## config.mk

```make
export PLATFORM = sky130hd
export DESIGN_NAME = nic_issuer
export DESIGN_NICKNAME = d
export VERILOG_FILES = /design/src/rtl/nic_pkg.sv /design/src/rtl/nic_regs.sv /design/src/rtl/nic_wq.sv /design/src/rtl/nic_launch.sv /design/src/rtl/nic_issuer.sv
export SDC_FILE = /design/constraint.sdc
export NUM_CORES = 1
export LEC_CHECK = 0
export ABC_AREA = 1
export BUFFER_PORTS_ARGS = -buffer_cell sky130_fd_sc_hd__buf_2
export CORE_UTILIZATION = 59
export DETAILED_ROUTE_END_ITERATION = 16
export PLACE_DENSITY_LB_ADDON = 0.15
export RECOVER_POWER = 100
export SYNTH_ARGS = -nofsm -noshare
export SYNTH_HDL_FRONTEND = slang
export SYNTH_SLANG_ARGS = --single-unit
```

## constraint.sdc

```tcl
create_clock -name clk -period 8.92 [get_ports clk]
set_clock_uncertainty 0.05 [all_clocks]
set_input_delay 1.784 -clock clk [delete_from_list [all_inputs] [get_ports clk]]
set_output_delay 1.784 -clock clk [all_outputs]
set_load 0.005 [all_outputs]
```

## src/rtl/nic_pkg.sv

```systemverilog
package nic_pkg;
  localparam int NODE_W = 8;
  localparam int DATA_W = 32;
  localparam int KIND_W = 3;
  localparam int CMD_W  = 8;

  localparam logic [1:0] ADDR_DATA = 2'd0;
  localparam logic [1:0] ADDR_TGT  = 2'd1;
  localparam logic [1:0] ADDR_CMD  = 2'd2;

  localparam logic [NODE_W-1:0] BCAST_NODE = '1;

  typedef struct packed {
    logic [NODE_W-1:0] sender;
    logic [NODE_W-1:0] target;
    logic              bcast;
    logic [KIND_W-1:0] kind;
    logic [DATA_W-1:0] data;
  } nic_pkt_t;

  // kinds 100, 101, 110 carry no packet
  function automatic logic kind_reserved(input logic [KIND_W-1:0] k);
    return k[2] && (k[1:0] != 2'b11);
  endfunction
endpackage

```

## src/rtl/nic_regs.sv

```systemverilog
module nic_regs
  import nic_pkg::*;
(
  input  logic              clk,
  input  logic              rst_n,
  input  logic              wr,
  input  logic [1:0]        addr,
  input  logic [DATA_W-1:0] wdata,
  input  logic              busy,
  output logic [DATA_W-1:0] rdata,
  output logic [DATA_W-1:0] data_q,
  output logic [NODE_W-1:0] tgt_q,
  output logic [CMD_W-1:0]  cmd_q,
  output logic              cmd_fire
);
  assign cmd_fire = wr && (addr == ADDR_CMD) && !busy;

  always_ff @(posedge clk or negedge rst_n) begin
    if (!rst_n) begin
      data_q <= '0;
      tgt_q  <= '0;
      cmd_q  <= '0;
    end else begin
      if (wr && addr == ADDR_DATA) data_q <= wdata;
      if (wr && addr == ADDR_TGT)  tgt_q  <= wdata[NODE_W-1:0];
      if (cmd_fire)                cmd_q  <= wdata[CMD_W-1:0];
    end
  end

  always_comb begin
    unique case (addr)
      ADDR_DATA: rdata = data_q;
      ADDR_TGT:  rdata = DATA_W'(tgt_q);
      ADDR_CMD:  rdata = DATA_W'(cmd_q);
      default:   rdata = '0;
    endcase
  end
endmodule

```

## src/rtl/nic_wq.sv

```systemverilog
module nic_wq #(
  parameter int W     = 64,
  parameter int DEPTH = 4,
  localparam int AW   = (DEPTH > 1) ? $clog2(DEPTH) : 1,
  localparam int CW   = $clog2(DEPTH + 1)
) (
  input  logic          clk,
  input  logic          rst_n,
  input  logic          in_valid,
  output logic          in_ready,
  input  logic [W-1:0]  in_data,
  output logic          out_valid,
  input  logic          out_ready,
  output logic [W-1:0]  out_data,
  output logic [CW-1:0] count,
  output logic          push,
  output logic          pop
);
  logic [W-1:0]  mem [DEPTH];
  logic [AW-1:0] wp, rp;

  assign in_ready  = (count != CW'(DEPTH));
  assign out_valid = (count != '0);
  assign push      = in_valid && in_ready;
  assign pop       = out_valid && out_ready;
  assign out_data  = mem[rp];

  function automatic logic [AW-1:0] bump(input logic [AW-1:0] p);
    return (p == AW'(DEPTH - 1)) ? '0 : p + 1'b1;
  endfunction

  always_ff @(posedge clk or negedge rst_n) begin
    if (!rst_n) begin
      wp    <= '0;
      rp    <= '0;
      count <= '0;
    end else begin
      if (push) wp <= bump(wp);
      if (pop)  rp <= bump(rp);
      count <= count + CW'(push) - CW'(pop);
    end
  end

  always_ff @(posedge clk) begin
    if (push) mem[wp] <= in_data;
  end
endmodule

```

## src/rtl/nic_launch.sv

```systemverilog
module nic_launch
  import nic_pkg::*;
#(
  parameter int CW = 3
) (
  input  logic              clk,
  input  logic              rst_n,
  input  logic              cmd_fire,
  input  logic [CMD_W-1:0]  cmd_code,
  input  logic [DATA_W-1:0] data,
  input  logic [NODE_W-1:0] tgt,
  input  logic [NODE_W-1:0] node_id,
  input  logic [CW-1:0]     wq_count,
  input  logic              wq_push,
  input  logic              wq_pop,
  input  logic              pkt_ready,
  output nic_pkt_t          pkt,
  output logic              pkt_valid,
  output logic              busy,
  output logic              own_flag
);
  logic          full;
  logic [CW-1:0] ahead;
  logic          rsv;
  logic          bc;

  assign rsv       = kind_reserved(cmd_code[KIND_W-1:0]);
  assign bc        = cmd_code[3];
  assign busy      = full;
  assign pkt_valid = full && (ahead == '0);

  always_ff @(posedge clk or negedge rst_n) begin
    if (!rst_n) begin
      full     <= 1'b0;
      ahead    <= '0;
      own_flag <= 1'b0;
      pkt      <= '0;
    end else if (cmd_fire) begin
      if (rsv) begin
        own_flag <= 1'b1;
      end else begin
        full       <= 1'b1;
        ahead      <= wq_count + CW'(wq_push) - CW'(wq_pop);
        pkt.sender <= node_id;
        pkt.target <= bc ? BCAST_NODE : tgt;
        pkt.bcast  <= bc;
        pkt.kind   <= cmd_code[KIND_W-1:0];
        pkt.data   <= data;
      end
    end else if (full) begin
      if (ahead != '0 && wq_pop) ahead <= ahead - 1'b1;
      if (pkt_valid && pkt_ready) full <= 1'b0;
    end
  end
endmodule

```

## src/rtl/nic_issuer.sv

```systemverilog
module nic_issuer
  import nic_pkg::*;
#(
  parameter int DW_W     = 64,
  parameter int WQ_DEPTH = 4,
  localparam int CW      = $clog2(WQ_DEPTH + 1)
) (
  input  logic            clk,
  input  logic            rst_n,
  input  logic [7:0]      my_node_id,
  input  logic            host_wr,
  input  logic [1:0]      host_addr,
  input  logic [31:0]     host_wdata,
  output logic [31:0]     host_rdata,
  output logic            cmd_busy,
  output logic            own_data_flag,
  input  logic            dw_in_valid,
  output logic            dw_in_ready,
  input  logic [DW_W-1:0] dw_in_data,
  output logic            dw_out_valid,
  input  logic            dw_out_ready,
  output logic [DW_W-1:0] dw_out_data,
  output logic            pkt_valid,
  input  logic            pkt_ready,
  output logic [7:0]      pkt_sender,
  output logic [7:0]      pkt_target,
  output logic            pkt_bcast,
  output logic [2:0]      pkt_type,
  output logic [31:0]     pkt_data
);
  logic [DATA_W-1:0] data_q;
  logic [NODE_W-1:0] tgt_q;
  logic [CMD_W-1:0]  cmd_q;
  logic              cmd_fire;
  logic [CW-1:0]     wq_count;
  logic              wq_push, wq_pop;
  nic_pkt_t          pkt;

  nic_regs u_regs (
    .clk, .rst_n,
    .wr(host_wr), .addr(host_addr), .wdata(host_wdata), .busy(cmd_busy),
    .rdata(host_rdata), .data_q, .tgt_q, .cmd_q, .cmd_fire
  );

  nic_wq #(.W(DW_W), .DEPTH(WQ_DEPTH)) u_wq (
    .clk, .rst_n,
    .in_valid(dw_in_valid), .in_ready(dw_in_ready), .in_data(dw_in_data),
    .out_valid(dw_out_valid), .out_ready(dw_out_ready), .out_data(dw_out_data),
    .count(wq_count), .push(wq_push), .pop(wq_pop)
  );

  nic_launch #(.CW(CW)) u_launch (
    .clk, .rst_n,
    .cmd_fire, .cmd_code(host_wdata[CMD_W-1:0]),
    .data(data_q), .tgt(tgt_q), .node_id(my_node_id),
    .wq_count, .wq_push, .wq_pop,
    .pkt_ready, .pkt, .pkt_valid,
    .busy(cmd_busy), .own_flag(own_data_flag)
  );

  assign pkt_sender = pkt.sender;
  assign pkt_target = pkt.target;
  assign pkt_bcast  = pkt.bcast;
  assign pkt_type   = pkt.kind;
  assign pkt_data   = pkt.data;
endmodule

```

==> flow_metrics.py, run 1 <==
metrics = {
    "run_status": {
        "outcome": "finished with violations",
        "violations": "max-capacitance violations, max-slew violations",
    },
    "final_layout": {
        "nFillCells": 1796,
        "layout.cells.non_filler": 1743,
        "regArea_mm2": 0.0105,
        "area_growth_pct": 16.3,
        "drive_gt1_frac": 0.0935,
        "final_nets": 1521,
        "multi_input_area_mm2": 0.00305,
    },
    "routing": {
        "routed_wl_mm": 30.9,
        "met2_length_mm": 14.9,
        "drt-vias-per-instance": 5.43,
        "first_iter_violations": 673,
        "drc": 0,
        "vias": 9459,
        "postRouteAntennaNets": 0,
        "firstDrtPassIters": 5,
        "wl_met1_mm": 12.6,
        "wl_met3_mm": 2.76,
        "topRoutingLayerUsed": "met4",
        "wire_per_inst_um": 17.7,
    },
    "power_and_ir_drop": {
        "total_power_mw": 5.41,
        "leakage_nw": 6.37,
        "ir_worst_vdd_mv": 0.196,
        "powerDensity_mw_per_mm2": 330,
    },
    "clocking": {
        "clockBufferDepth": 3,
        "cts_hold_buf": 0,
        "cts_root_buffer": "clkbuf_16",
        "cts.clk_slew.worst_paths_ps": 60,
        "ctsResizeCount": 0,
        "clk_latency_ps": 510,
        "clock-sinks": 368,
        "postCtsSetupBuffers": 0,
        "cts_buffers": 37,
        "cts_tree": "done",
        "h-tree-depth": 2,
    },
    "die": {
        "num_io_pins": 265,
        "rows": 56,
        "fp.dieW_um": 157,
        "die_area_mm2": 0.0245,
        "start_util": 0.601,
        "core_mm2": 0.0235,
        "chipHeight_um": 157,
    },
    "sta": {
        "finalHoldViolations": 0,
        "relSlewSlack": -1.04,
        "finalMaxSlewViolations": 527,
        "setup_tns_ps": 0,
        "final.min_clock_period_ps": 6660,
        "max_freq_mhz": 150,
        "worst_pin_slew_ps": 3050,
        "setup_viol": 0,
        "finalCritPeriodShare": 0.747,
        "rsz0062_at_grt": "false",
    },
    "synth": {
        "ys_seq_area_frac": 0.744,
        "syn_area_per_cell_um2": 12.2,
        "synth-seq-cells": 368,
        "synth_nets": 1274,
        "synth_top_area_frac": 0.545,
        "synth.area.top_cells": "edfxtp_1 (54%), dfrtp_1 (20%), o21ai_0 (6.3%)",
        "yosysUniqueCellTypes": 27,
        "yosysTopAreaCell": "edfxtp_1",
        "syn_inst": 1152,
        "synth_warnings": 0,
        "syn_area_mm2": 0.0141,
    },
    "placed_design": {
        "io_buffers": 264,
        "place.gp.congestion": 0.804,
        "dp_hpwl_mm": 18.2,
        "place_inst": 1679,
    },
    "min_path": {
        "min-delay-path-class": "register to register",
        "min-delay-start": "u_launch.pkt[19]$_DFFE_PN0P_",
        "whs_path_depth": 2,
    },
    "grt": {
        "grt_pass1_vias": 8970,
        "grt_max_degree": 98,
        "grt_pass1_wl_mm": 47.2,
        "grt-ovfl-total": 0,
        "grt_usage": 0.251,
        "antenna_found_initial": 1,
    },
    "critical_path": {
        "path_max_fanout": 76,
        "crit_arrival_ps": 4830,
        "worst-path-stages": 5,
        "critPathTopFamily": "buffers and inverters",
        "crit_start": "u_wq.rp[0]$_DFFE_PN0P_",
        "end_kind": "output pin",
        "crit_type": "register to output pin",
        "crit_path_start_kind": "register",
        "crit_buf_inv": 3,
        "r2r_cells": 5,
        "worstPathCellList": "clkinvlp_2 -> clkbuf_2 -> o21ai_0 -> o22ai_1 -> clkbuf_1",
        "crit_slowest_cell": "clkinvlp_2",
        "rr_startpoint": "u_wq.count[1]$_DFF_PN0_",
        "cpPeakStageDelay_ps": 1550,
        "crit_required_ps": 7090,
        "r2r_slack_ps": 3930,
    },
    "flow_run": {
        "cap_violations": 12,
    },
}
-- layer usage --
metal | GRT usage | vias up
met5 | 0 | -
met4 | 0.0854 | 0
met3 | 0.0678 | 45
met2 | 0.405 | 363
met1 | 0.332 | 4537
li1 | - | 4514
-- area by class of cell --
cell class | count | share of cell area
repair buffers | 273 | 0.0696
diodes | 2 | 0.000305
multi-input cells | 655 | 0.186
well taps | 319 | 0.0243
clock buffers | 49 | 0.0592
inverters | 64 | 0.0147
flip-flops and latches | 368 | 0.640
clock inverters | 13 | 0.00663
-- flip-flops by register name, summed over array words and instances, names as in the netlist --
register and count:
u_launch.ahead 3, u_launch.busy 1, u_launch.own_flag 1, u_launch.pkt 52
u_regs.cmd_q 8, u_regs.data_q 32, u_regs.tgt_q 8, u_wq.count 3
u_wq.mem 256, u_wq.rp 2, u_wq.wp 2
-- synthesized netlist by cell type --
master,count
xor2_1,1
inv_2,3
buf_2,17
o21ai_1,16
inv_1,60
o21bai_1,1
clkinv_1,1
nand2_4,1
buf_1,1
buf_6,4
a22oi_1,1
nor2_1,193
clkbuf_1,43
ha_1,9
nand3_1,3
o211ai_1,8
o22ai_1,64
edfxtp_1,256
fa_1,1
a21boi_0,1
nand2_1,145
o21ai_2,4
a21oi_1,27
nor2_4,1
nand3_2,1
o21ai_0,178
dfrtp_1,112
-- cell usage in the layout (no fill, tap or decap), types with 8 or more instances in the layout --
cell | netlist | routed
clkbuf_16 | 0 | 37
clkinv_1 | 1 | 9
ha_1 | 9 | 9
clkbuf_1 | 43 | 199
o22ai_1 | 64 | 64
clkbuf_2 | 0 | 19
inv_1 | 60 | 60
nand2_1 | 145 | 146
nor2_1 | 193 | 194
a21oi_1 | 27 | 27
o211ai_1 | 8 | 8
buf_2 | 17 | 63
o21ai_0 | 178 | 197
dfrtp_1 | 112 | 110
edfxtp_1 | 256 | 256
-- final timing paths --
path                                                     end
worst min register to register  u_launch.pkt[19]$_DFFE_PN0P_
worst max-delay path                         dw_out_data[24]
worst max register to register     u_wq.mem[2][27]$_DFFE_PP_
worst min-delay path            u_launch.pkt[19]$_DFFE_PN0P_
min in group asynchronous       u_launch.pkt[44]$_DFFE_PN0P_
max in group asynchronous             u_wq.rp[0]$_DFFE_PN0P_
-- where the power goes --
group | internal (mW) | switching (mW)
logic | 0.493 | 1.01
clock network | 0.819 | 0.600
registers | 2.30 | 0.186
-- per-stage QoR --
step	worst slack [ps]	cell area (um^2)	hold WS, ps	utilization
2_1_floorplan	3740	14100	399	-
3_3_place_gp	4200	15600	409	0.666
3_5_place_dp	4090	15600	412	0.666
4_1_cts	3850	16700	430	0.712
5_1_grt	1860	16400	459	0.699
6_report	2260	16400	430	0.699
-- kinds of logic (layout without fill, tap and decap cells) --
| kind of cell | after synthesis | in the layout | synth area share |
|---|---|---|---|
| adders and majority gates | 10 | 10 | 0.00940 |
| xor gates and xnor gates | 1 | 1 | 0.000621 |
| other | 0 | 2 | 0 |
| DFF | 368 | 368 | 0.744 |
| buffers and inverters | 129 | 399 | 0.0380 |
| and+or+nand+nor | 344 | 344 | 0.0933 |
| AOI/OAI and AO/OA | 300 | 300 | 0.115 |
-- worst register-to-register path: cells and delay by family (launching register included) --
kind                   cells  cell delay, ps
buffers and inverters      1            1860
and+or+nand+nor            4            2250
DFF                        1             370
No activity file was read; power rests on OpenSTA's default activity.
==> run 2, diff against run 1 <==
CORE_UTILIZATION = 55   (was 59)
clock period = 6.5 ns   (was 8.92 ns; I/O delays follow)
==> run 2 against run 1 <==
  * The run still ends with max-capacitance violations, max-slew violations left
  * Combinational power up 38%
  * Via count down 1.3%
  * Sequential share of layout area down 0.43 points
  * Routed wire length down 1.6%
  * First-iteration DRC count up 2.4%
  * Register-to-register slack worse by 1900 ps
  * Clock-buffer cell count up 3
  * Global-route usage down 1.7 points
  * Worst setup slack worse by 600 ps
  * Clock power up 41%
  * Sequential power up 35%
  * Sequential cell count unchanged
==> flow_metrics.py, run 2 (synthesis gave the netlist of run 1 again) <==
metrics = {
    "run_status": {
        "outcome": "finished with violations",
        "violations": "max-capacitance violations, max-slew violations",
    },
    "clocking": {
        "cts_buffers": 37,
        "clock-sinks": 368,
        "h-tree-depth": 2,
        "cts_tree": "done",
        "cts_hold_buf": 0,
        "ctsResizeCount": 0,
        "cts_root_buffer": "clkbuf_16",
        "clockBufferDepth": 3,
        "postCtsSetupBuffers": 0,
        "clk_latency_ps": 500,
        "cts.clk_slew.worst_paths_ps": 60,
    },
    "die": {
        "die_area_mm2": 0.0263,
        "num_io_pins": 265,
        "fp.dieW_um": 162,
        "start_util": 0.560,
        "rows": 58,
        "chipHeight_um": 162,
        "core_mm2": 0.0252,
    },
    "sta": {
        "finalHoldViolations": 0,
        "rsz0062_at_grt": "false",
        "worst_pin_slew_ps": 3390,
        "finalMaxSlewViolations": 242,
        "setup_viol": 0,
        "relSlewSlack": -1.26,
        "max_freq_mhz": 206,
        "finalCritPeriodShare": 0.745,
        "setup_tns_ps": 0,
        "final.min_clock_period_ps": 4840,
    },
    "grt": {
        "grt_max_degree": 99,
        "grtUsageMet2": 0.384,
        "met3_usage": 0.0646,
        "grtUsageMet1": 0.309,
        "grt-ovfl-total": 0,
        "grt.busiest_layer": "met2",
        "grt_pass1_wl_mm": 47.5,
        "antenna_found_initial": 5,
        "grt_usage": 0.234,
        "grt_pass1_vias": 8964,
    },
    "final_layout": {
        "final_cell_mix": "edfxtp_1 (256), o21ai_0 (197), nor2_1 (194), clkbuf_1 (194), nand2_1 (145)",
        "regArea_mm2": 0.0105,
        "layout.cells.non_filler": 1762,
        "regMostFlops": "u_wq.mem",
        "multi_input_area_mm2": 0.00305,
        "drive_gt1_frac": 0.101,
        "nFillCells": 2019,
        "final_nets": 1522,
        "area_growth_pct": 17.1,
        "largestRegisters": "u_wq.mem x256, u_launch.pkt x52, u_regs.data_q x32",
        "layout.cells.most_common": "edfxtp_1",
        "largest_register_ff_count": 256,
    },
    "routing": {
        "firstDrtPassIters": 5,
        "routed_wl_mm": 30.4,
        "postRouteAntennaNets": 0,
        "first_iter_violations": 689,
        "vias": 9332,
        "drc": 0,
        "drt-vias-per-instance": 5.30,
        "wire_per_inst_um": 17.3,
    },
    "min_path": {
        "min-delay-start": "u_launch.pkt[45]$_DFFE_PN0P_",
        "whs_path_depth": 2,
        "min-delay-path-class": "register to register",
    },
    "power_and_ir_drop": {
        "powerDensity_mw_per_mm2": 451,
        "ir_worst_vdd_mv": 0.232,
        "leakage_nw": 6.44,
    },
    "critical_path": {
        "rr_startpoint": "u_wq.count[1]$_DFF_PN0_",
        "path_max_fanout": 42,
        "end_kind": "output pin",
        "crit_type": "register to output pin",
        "crit_required_ps": 5150,
        "crit_start": "u_wq.rp[0]$_DFFE_PN0P_",
        "r2r_cells": 5,
        "r2r_slack_ps": 2050,
        "crit_arrival_ps": 3490,
        "crit_path_start_kind": "register",
    },
    "placed_design": {
        "place.gp.congestion": 0.813,
        "io_buffers": 264,
        "dp_hpwl_mm": 18.3,
        "place_inst": 1691,
    },
    "flow_run": {
        "cap_violations": 6,
    },
}
-- run 2: area by class of cell --
class / count / share of cell area
inverters: 64 / 0.0146
clock inverters: 15 / 0.00742
multi-input cells: 655 / 0.185
clock buffers: 52 / 0.0620
repair buffers: 274 / 0.0702
diodes: 4 / 0.000606
well taps: 330 / 0.0250
flip-flops and latches: 368 / 0.635
-- run 2: power by group --
part / internal, mW / leakage, nW / switching (mW)
clock: 1.18 / 0.556 / 0.820
combinational: 0.682 / 2.20 / 1.39
sequential: 3.14 / 3.69 / 0.232
total: 5.00 / 6.44 / 2.44
-- run 2: path summary, 6_finish.rpt --
path / endpoint
worst max-delay path: dw_out_data[62]
worst min-delay path: u_launch.pkt[45]$_DFFE_PN0P_
worst max register to register: u_wq.mem[2][26]$_DFFE_PP_
worst min register to register: u_launch.pkt[45]$_DFFE_PN0P_
max in group asynchronous: u_wq.rp[0]$_DFFE_PN0P_
min in group asynchronous: u_launch.pkt[44]$_DFFE_PN0P_
-- run 2: critical path, stage by stage (launching register included) --
cell	delay (ps)
dfrtp_4	630
clkinvlp_2	410
clkbuf_1	1350
o21ai_0	190
o22ai_1	220
clkbuf_1	170
-- run 2: per-layer routing --
layer / vias to the layer above / routed length (um)
met5: - / 8
met1: 4464 / 12600
met2: 302 / 14800
li1: 4528 / -
met4: 2 / 544
met3: 36 / 2480
-- run 2: per-stage QoR --
step	setup WS, ps	area (um^2)	hold slack (ps)	power, mW	utilization
2_1_floorplan	1800	14100	399	4.63	-
3_3_place_gp	2730	15700	405	5.56	0.622
3_5_place_dp	2650	15700	415	5.61	0.622
4_1_cts	2510	16800	432	7.63	0.668
5_1_grt	1350	16500	448	7.90	0.656
6_report	1660	16500	432	7.44	0.656
